**src/rtl/bdot_pkg.sv**
```systemverilog
package bdot_pkg;

    localparam int unsigned LANE_W = 32;
    localparam int unsigned BYTE_W = 8;
    localparam int unsigned BYTES_PER_LANE = LANE_W / BYTE_W;
    localparam int unsigned PROD_W = 2 * BYTE_W + 1;
    localparam int unsigned SUM_W = PROD_W + $clog2(BYTES_PER_LANE);

    typedef enum logic [1:0] {
        SGN_SS = 2'd0,
        SGN_UU = 2'd1,
        SGN_SU = 2'd2,
        SGN_US = 2'd3
    } sign_sel_e;

    typedef enum logic {
        OUT_IDLE = 1'b0,
        OUT_BUSY = 1'b1
    } out_state_e;

endpackage

```
**src/rtl/bdot_sign_decode.sv**
```systemverilog
module bdot_sign_decode
    import bdot_pkg::*;
(
    input  logic       mode_vx,
    input  logic [1:0] sign_sel,
    output logic       a_signed,
    output logic       b_signed,
    output logic       unsupported
);

    sign_sel_e sel;

    always_comb begin
        sel         = sign_sel_e'(sign_sel);
        a_signed    = 1'b0;
        b_signed    = 1'b0;
        unsupported = 1'b0;
        unique case (sel)
            SGN_SS: begin
                a_signed = 1'b1;
                b_signed = 1'b1;
            end
            SGN_UU: begin
                a_signed = 1'b0;
                b_signed = 1'b0;
            end
            SGN_SU: begin
                a_signed = 1'b1;
                b_signed = 1'b0;
            end
            SGN_US: begin
                a_signed    = 1'b0;
                b_signed    = 1'b1;
                unsupported = !mode_vx;
            end
            default: begin
                unsupported = 1'b1;
            end
        endcase
    end

endmodule

```
**src/rtl/bdot_lane.sv**
```systemverilog
module bdot_lane
    import bdot_pkg::*;
(
    input  logic [LANE_W-1:0] a_word,
    input  logic [LANE_W-1:0] b_word,
    input  logic              a_signed,
    input  logic              b_signed,
    output logic [LANE_W-1:0] dot
);

    logic signed [PROD_W-1:0] prod [BYTES_PER_LANE];
    logic signed [SUM_W-1:0]  sum;

    for (genvar k = 0; k < BYTES_PER_LANE; k++) begin : g_byte
        logic signed [BYTE_W:0] a_ext;
        logic signed [BYTE_W:0] b_ext;
        always_comb begin
            a_ext   = {a_signed & a_word[BYTE_W*k+BYTE_W-1], a_word[BYTE_W*k +: BYTE_W]};
            b_ext   = {b_signed & b_word[BYTE_W*k+BYTE_W-1], b_word[BYTE_W*k +: BYTE_W]};
            prod[k] = a_ext * b_ext;
        end
    end

    always_comb begin
        sum = '0;
        for (int k = 0; k < BYTES_PER_LANE; k++) begin
            sum = sum + SUM_W'(prod[k]);
        end
        dot = LANE_W'(sum);
    end

endmodule

```
**src/rtl/bdot_accum.sv**
```systemverilog
module bdot_accum
    import bdot_pkg::*;
#(
    parameter int unsigned NLANES = 4,
    localparam int unsigned VEC_W = NLANES * LANE_W,
    localparam int unsigned CNT_W = $clog2(NLANES + 1)
) (
    input  logic             clk,
    input  logic             rst_n,
    input  logic             in_valid,
    input  logic             mode_vx,
    input  logic [1:0]       sign_sel,
    input  logic [VEC_W-1:0] vs2,
    input  logic [VEC_W-1:0] vs1,
    input  logic [31:0]      scalar,
    input  logic [VEC_W-1:0] acc_in,
    input  logic [CNT_W-1:0] active_cnt,
    input  logic [NLANES-1:0] lane_mask,
    output logic             out_valid,
    output logic [VEC_W-1:0] acc_out
);

    out_state_e state_q, state_d;
    logic a_signed, b_signed, unsupported;
    logic [VEC_W-1:0] next_acc;

    bdot_sign_decode u_decode (
        .mode_vx    (mode_vx),
        .sign_sel   (sign_sel),
        .a_signed   (a_signed),
        .b_signed   (b_signed),
        .unsupported(unsupported)
    );

    for (genvar i = 0; i < NLANES; i++) begin : g_lane
        logic [LANE_W-1:0] b_word;
        logic [LANE_W-1:0] dot;
        logic              enable;

        always_comb begin
            b_word = mode_vx ? scalar : vs1[LANE_W*i +: LANE_W];
            enable = lane_mask[i] && (active_cnt > CNT_W'(i)) && !unsupported;
            next_acc[LANE_W*i +: LANE_W] = enable
                ? acc_in[LANE_W*i +: LANE_W] + dot
                : acc_in[LANE_W*i +: LANE_W];
        end

        bdot_lane u_lane (
            .a_word  (vs2[LANE_W*i +: LANE_W]),
            .b_word  (b_word),
            .a_signed(a_signed),
            .b_signed(b_signed),
            .dot     (dot)
        );

        // masked lane returns old accumulator
        assert_mask_keep_R8: assert property (@(posedge clk) disable iff (!rst_n)
            (in_valid && !lane_mask[i]) |=>
            (acc_out[LANE_W*i +: LANE_W] == $past(acc_in[LANE_W*i +: LANE_W])));

        // lane at or past the active count returns old accumulator
        assert_tail_keep_R9: assert property (@(posedge clk) disable iff (!rst_n)
            (in_valid && (active_cnt <= CNT_W'(i))) |=>
            (acc_out[LANE_W*i +: LANE_W] == $past(acc_in[LANE_W*i +: LANE_W])));
    end

    always_comb begin
        unique case (state_q)
            OUT_IDLE: state_d = in_valid ? OUT_BUSY : OUT_IDLE;
            OUT_BUSY: state_d = in_valid ? OUT_BUSY : OUT_IDLE;
            default:  state_d = OUT_IDLE;
        endcase
    end

    always_ff @(posedge clk) begin
        if (!rst_n) state_q <= OUT_IDLE;
        else        state_q <= state_d;
    end

    always_ff @(posedge clk) begin
        if (!rst_n)        acc_out <= '0;
        else if (in_valid) acc_out <= next_acc;
    end

    always_comb out_valid = (state_q == OUT_BUSY);

    assert_valid_follows_R10: assert property (@(posedge clk) disable iff (!rst_n)
        in_valid |=> out_valid);

    assert_valid_drops_R10: assert property (@(posedge clk) disable iff (!rst_n)
        !in_valid |=> !out_valid);

    assert_hold_idle_R11: assert property (@(posedge clk) disable iff (!rst_n)
        !in_valid |=> $stable(acc_out));

    assert_unsupported_keep_R7: assert property (@(posedge clk) disable iff (!rst_n)
        (in_valid && !mode_vx && sign_sel == 2'd3) |=> (acc_out == $past(acc_in)));

endmodule

```
**config.mk**
```make
export PLATFORM = sky130hd
export DESIGN_NAME = bdot_accum
export DESIGN_NICKNAME = d
export VERILOG_FILES = /design/src/rtl/bdot_pkg.sv /design/src/rtl/bdot_sign_decode.sv /design/src/rtl/bdot_lane.sv /design/src/rtl/bdot_accum.sv
export SDC_FILE = /design/constraint.sdc
export NUM_CORES = 2
export LEC_CHECK = 0
export ABC_AREA = 1
export BUFFER_PORTS_ARGS = -buffer_cell sky130_fd_sc_hd__buf_2
export CAP_MARGIN = 20
export CORE_MARGIN = 2
export CORE_UTILIZATION = 50
export CTS_CLUSTER_SIZE = 24
export DETAILED_ROUTE_END_ITERATION = 16
export PLACE_DENSITY = 0.71
export SKIP_LAST_GASP = 1
export SLEW_MARGIN = 0
export SYNTH_ARGS = -nofsm -noshare
export SYNTH_HDL_FRONTEND = slang
export SYNTH_SLANG_ARGS = --single-unit
```
**constraint.sdc**
```tcl
create_clock -name clk -period 9.45 [get_ports clk]
set_input_delay 0.945 -clock clk [delete_from_list [all_inputs] [get_ports clk]]
set_output_delay 0.945 -clock clk [all_outputs]
set_load 0.005 [all_outputs]
```
# After elaboration in Yosys (flattened, before gate mapping)
# Index checks and enable logic that the tools add are counted.
# Widths: inputs -> output; s select.
[word_totals]
inputBits = 429
output_inout_bits = 129
ff_bits = 129
elab_cells = 100
[classes]
add_sub_neg = 16
reduce_logical = 15
multipliers = 16
n_mux = 12
bitwise = 32
n_lt_le_gt_ge = 4
eq_ne = 3
[op_table]
columns = ["op", "n"]
rows = [
  ["$mul 9x9->17", 16],
  ["$mux 32", 8],
  ["$add 32x32->32", 4],
  ["$add 18x17->19", 4],
  ["$add 19x17->19", 4],
  ["$add 17x17->18", 4],
  ["$and 1x1->1", 32],
  ["$logic_and 1x1->1", 8],
  ["$reduce_or 2->1", 4],
  ["$gt 3x1->1 const B", 2],
  ["$gt 3x2->1 const B", 2],
  ["$eq 2x2->1 const B", 2],
  ["$pmux 1 s2", 2],
  ["$eq 2x1->1 const B", 1],
  ["$logic_not 1->1", 2],
  ["$logic_not 2->1", 1],
  ["$mux 1", 2],
]

# Logic depth before layout (Yosys ltp)
[depth]
depth_word = 10
mapped_depth = 59
ltp_nobuf = 56

# Hierarchy
# From an unflattened synthesis, not the netlist that was laid out.
[unflattened]
hier_cells = 10874
hier_area_um2 = 73907.1
[modules_own_cells]
columns = ["module", "area_per_inst_um2", "seq_area_each_um2", "n_inst", "cells_each"]
rows = [
  ["bdot_accum", 16518.3, 2582.5, 1, 3106],
  ["bdot_lane (g_lane[1].u_lane)", 14441.4, 0.0, 1, 1969],
  ["bdot_lane (g_lane[0].u_lane)", 14361.3, 0.0, 1, 1956],
  ["bdot_lane (g_lane[2].u_lane)", 14272.4, 0.0, 1, 1925],
  ["bdot_lane (g_lane[3].u_lane)", 14271.2, 0.0, 1, 1912],
  ["bdot_sign_decode", 42.5, 0.0, 1, 6],
]

# Worst setup path after synthesis
# Ideal clock, no wire load.
[synth_timing]
path_type = "input to register"
from = "input port mode_vx"
to = "register acc_out[22]"
path_slack_ps = -386
cell_stages = 51
setup_ps = 70
arrival_ps = 9765
path_cell_list = "inv_2 -> buf_6 -> buf_6 -> clkbuf_1 -> buf_2 -> a21oi_1 -> nor2_1 -> inv_1 -> fa_1 -> inv_1 -> fa_1 -> fa_1 -> fa_1 -> inv_1 -> fa_1 -> inv_1 -> ha_1 -> nand2_1 -> [15 not listed] -> a21oi_1 -> o21ai_0 -> a21oi_1 -> nand3_1 -> nand2_1 -> inv_1 -> ha_1 -> nand2_1 -> nor2_1 -> inv_1 -> nor2_1 -> inv_1 -> or2_2 -> nand3_1 -> nand2_1 -> nand3_1 -> nand2_1 -> a21oi_1"
[synth_between]
elab_chain_len = 8
[synth_rtl]
columns = ["element", "line_no", "rtl"]
rows = [
  ["start, declared", "bdot_accum.sv:11", "input logic mode_vx,"],
  ["$mux 32", "bdot_accum.sv:41", "b_word = mode_vx ? scalar : vs1[LANE_W*i +: LANE_W];"],
  ["$and 1x1->1", "bdot_lane.sv:19", "b_ext = {b_signed & b_word[BYTE_W*k+BYTE_W-1], b_word[BYTE_W*k +: BYTE_W]};"],
  ["$mul 9x9->17", "bdot_lane.sv:20", "prod[k] = a_ext * b_ext;"],
  ["$add 17x17->18", "bdot_lane.sv:27", "sum = sum + SUM_W'(prod[k]);"],
  ["$add 18x17->19", "bdot_lane.sv:27", ""],
  ["$add 19x17->19", "bdot_lane.sv:27", ""],
  ["$add 32x32->32", "bdot_accum.sv:44", "? acc_in[LANE_W*i +: LANE_W] + dot"],
  ["$mux 32 *", "bdot_accum.sv:44", ""],
  ["end signal, assigned", "bdot_accum.sv:82", "else if (in_valid) acc_out <= next_acc;"],
  ["end, declared", "bdot_accum.sv:20", "output logic [VEC_W-1:0] acc_out"],
]
# Mark *: on every way between the ends. The rest lies on a longest branch, timed or not.
# A chain may end at the register's enable or synchronous reset.

# Final worst setup path
# Same ends and word-level chain as after synthesis.

==> metrics <==
run status finished with violations; failing checks setup timing; Initial Utilization 0.5035; flops & latches, synth 129; drt drc 0; H-tree depth 4; Critical Path AT about 9900 ps; critical path's largest stage delay about 530 ps; layout cells sized above 1 0.2816; Ys Warns 0; GR peak layer met2; Post-synth EDFFs 0; Ports 558; CTS root buffer clkbuf_16; crit path kind in -> reg; drt total wl 252.9 mm; clk_skew 0 ps; DP Wirelength roughly 220 mm; CTS tree yes; final hold vios 0; CTS Buffer Depth 2; DIE AREA approximately 0.14 mm^2; R2R depth 2; Mapped Cells 9031; Netlist cell types 46; largest net degree at the start of global routing slightly above 90; startpoint types primary input; Synth Area in Simple Gates 0.1859; fmax 0.1049 GHz; core area ~0.13 mm^2; Setup crit end kind register; Buf+Inv Stages, Crit Path 18; WL per Instance ~19 um; asr flop ratio synth 0; Crit Path Max Fanout 8; Worst Slack Setup Final -80.49 ps; clock slew at reported path FFs 60 ps; RSZ-0062 raised after global routing true; Worst path slowest cell fa_1; DP Worst Slack -1584 ps; RePlAce Congestion just over 1; final setup violation count 23; fraction of synthesized area in multiplexers 0; Nets between 10000 and 15000; largest family of logic cells by synthesized area adder cells; Max-Cap Viols 0; met3 usage 0.08236; CP delay by family, top adder cells; Tcrit/Tclk final 1.009; Worst Tran Pin Value between 900 and 1000 ps; antenna violations before repair 65; stages on the worst setup path 52; via density per instance approximately 5; vias in the first global route 67719; GR Layer Usage met1 0.4791; cell area after synthesis ~0.067 mm^2; Syn Area/Cell about 7.4 um^2; number of fill cells in the layout ~12000; antenna-violating nets left 0; top_reg_cell synth dfxtp_1; port bufs 557; clock period minus worst slack between 9000 and 10000 ps; die width 370.6 um; Slew headroom 0.3619; Congestion Overflow GR 0; Global Route Usage Sum 0.3624; Worst Hold Class reg -> reg; CTS sink cnt roughly 130; Crit path required time 9790 ps; register area share after synthesis 0.03843; Final Slew Violations 0; DRT Pass-1 Iters 6; FP Rows approximately 130; Synth Area in Adders 0.5047; Die Height 370.6 um; Vias just under 70000; total CTS buffers 17; Worst-Skew Late Latency 510 ps; first-pass GRT wire length around 380 mm; syn nets approximately 11000; hold path depth 2; Synth Area in Compound Gates 0.08647; XOR/XNOR Fraction of Synth Area 0.05174; DR iter-0 viols 5107; met2 GRT Util 0.5624; Syn-to-layout area delta 34.82%; CP most frequent cell fa_1
## layer usage
metal	vias up	share of wire
li1	31622	-
met1	32614	0.41
met2	2463	0.44
met3	483	0.091
met4	32	0.054
met5	-	0.00080
## metrics by stage
step	cells	TNS, ps	utilization	hold WS (ps)	area (um^2)
after global placement	12876	-60020	0.6348	447.8	84730
after detailed placement	12876	-67220	0.6348	452.7	84730
after global routing	13048	-24340	0.6786	475.5	90560
after floorplan	9031	-40.49	-	461.8	67660
final	13061	-721.0	0.6788	461.9	90600
after CTS	12960	-431.5	0.6531	462.3	87160
## cell families after synthesis
kind of cell / after synthesis
buffers and inverters: 2356
AO/OA/AOI/OAI: 1000
flip-flops: 129
AND/OR/NAND/NOR: 3168
XOR/XNOR: 397
adder cells (fa/ha/maj): 1981
## tightest hold or removal path, stage by stage, from the launching register on
cell     delay [ps]
dfxtp_1         310
nand2_1          60
a21oi_1          50
## cell usage after synthesis, drive strengths merged, types with 24 or more instances
cell,n,area [um^2]
o211ai,60,450.4
nand4,33,206.5
xnor2,166,1454
clkbuf,44,165.2
o21ai,175,875.8
a21oi,608,3309
or2,46,287.8
inv,2270,8521
fa,1216,24340
nor2,1093,4113
ha,765,9572
nand2,1719,6460
a21o,24,180.2
buf,42,236.5
o21bai,48,360.4
nand3,209,1046
xor2,231,2023
dfxtp,129,2582
nor3,48,250.2
## path summary, 6_finish.rpt
| path | startpoint | to | slack [ps] |
|---|---|---|---|
| max | mode_vx | acc_out[22] | -80 |
| min | acc_out[116] | acc_out[116] | 460 |
| max reg2reg | acc_out[88] | acc_out[88] | 8420 |
| min reg2reg | acc_out[116] | acc_out[116] | 460 |
## cell type report
cell class / count / area, um^2 / share of cell area
Multi-Input combinational cell: 6546 / 59820 / 0.6603
Clock inverter: 12 / 133.9 / 0.001478
Timing Repair Buffer: 2277 / 16710 / 0.1844
Sequential cell: 129 / 2582 / 0.02851
Clock buffer: 20 / 466.7 / 0.005151
Inverter: 2270 / 8574 / 0.09464
Tap cell: 1768 / 2212 / 0.02442
Antenna cell: 39 / 97.59 / 0.001077
## repair_timing
action                     CTS  global route
buffers inserted            46            60
resized for setup          302           688
setup endpoints to repair   70            83
pin swaps                   89           295
cloned                       6             3
hold buffers                 0             0
## sequential cells by signal (all words and copies together), names as in the netlist
name	flops
out_valid	1
acc_out	128
## layout by cell type, fill, tap and decap left out, types with 50 or more instances in the layout
| master | synthesis | routed |
|---|---|---|
| inv_2 | 30 | 92 |
| a21oi_2 | 8 | 127 |
| buf_2 | 24 | 555 |
| inv_1 | 2240 | 2167 |
| ha_1 | 765 | 654 |
| xnor2_1 | 166 | 161 |
| a21oi_4 | 21 | 67 |
| ha_4 | 0 | 110 |
| nand2_2 | 3 | 102 |
| a21oi_1 | 579 | 414 |
| o21ai_0 | 173 | 103 |
| xor2_1 | 231 | 221 |
| buf_12 | 0 | 50 |
| nand3_1 | 209 | 173 |
| fa_1 | 1216 | 1194 |
| dfxtp_1 | 129 | 129 |
| o211ai_1 | 60 | 60 |
| nor2_1 | 1089 | 964 |
| buf_4 | 6 | 1627 |
| nand2_1 | 1716 | 1590 |
| nor2_2 | 4 | 80 |
Power is left out: the tool's default activity adds up to more than one toggle a clock period on the data nets, which glitch-free logic cannot reach.
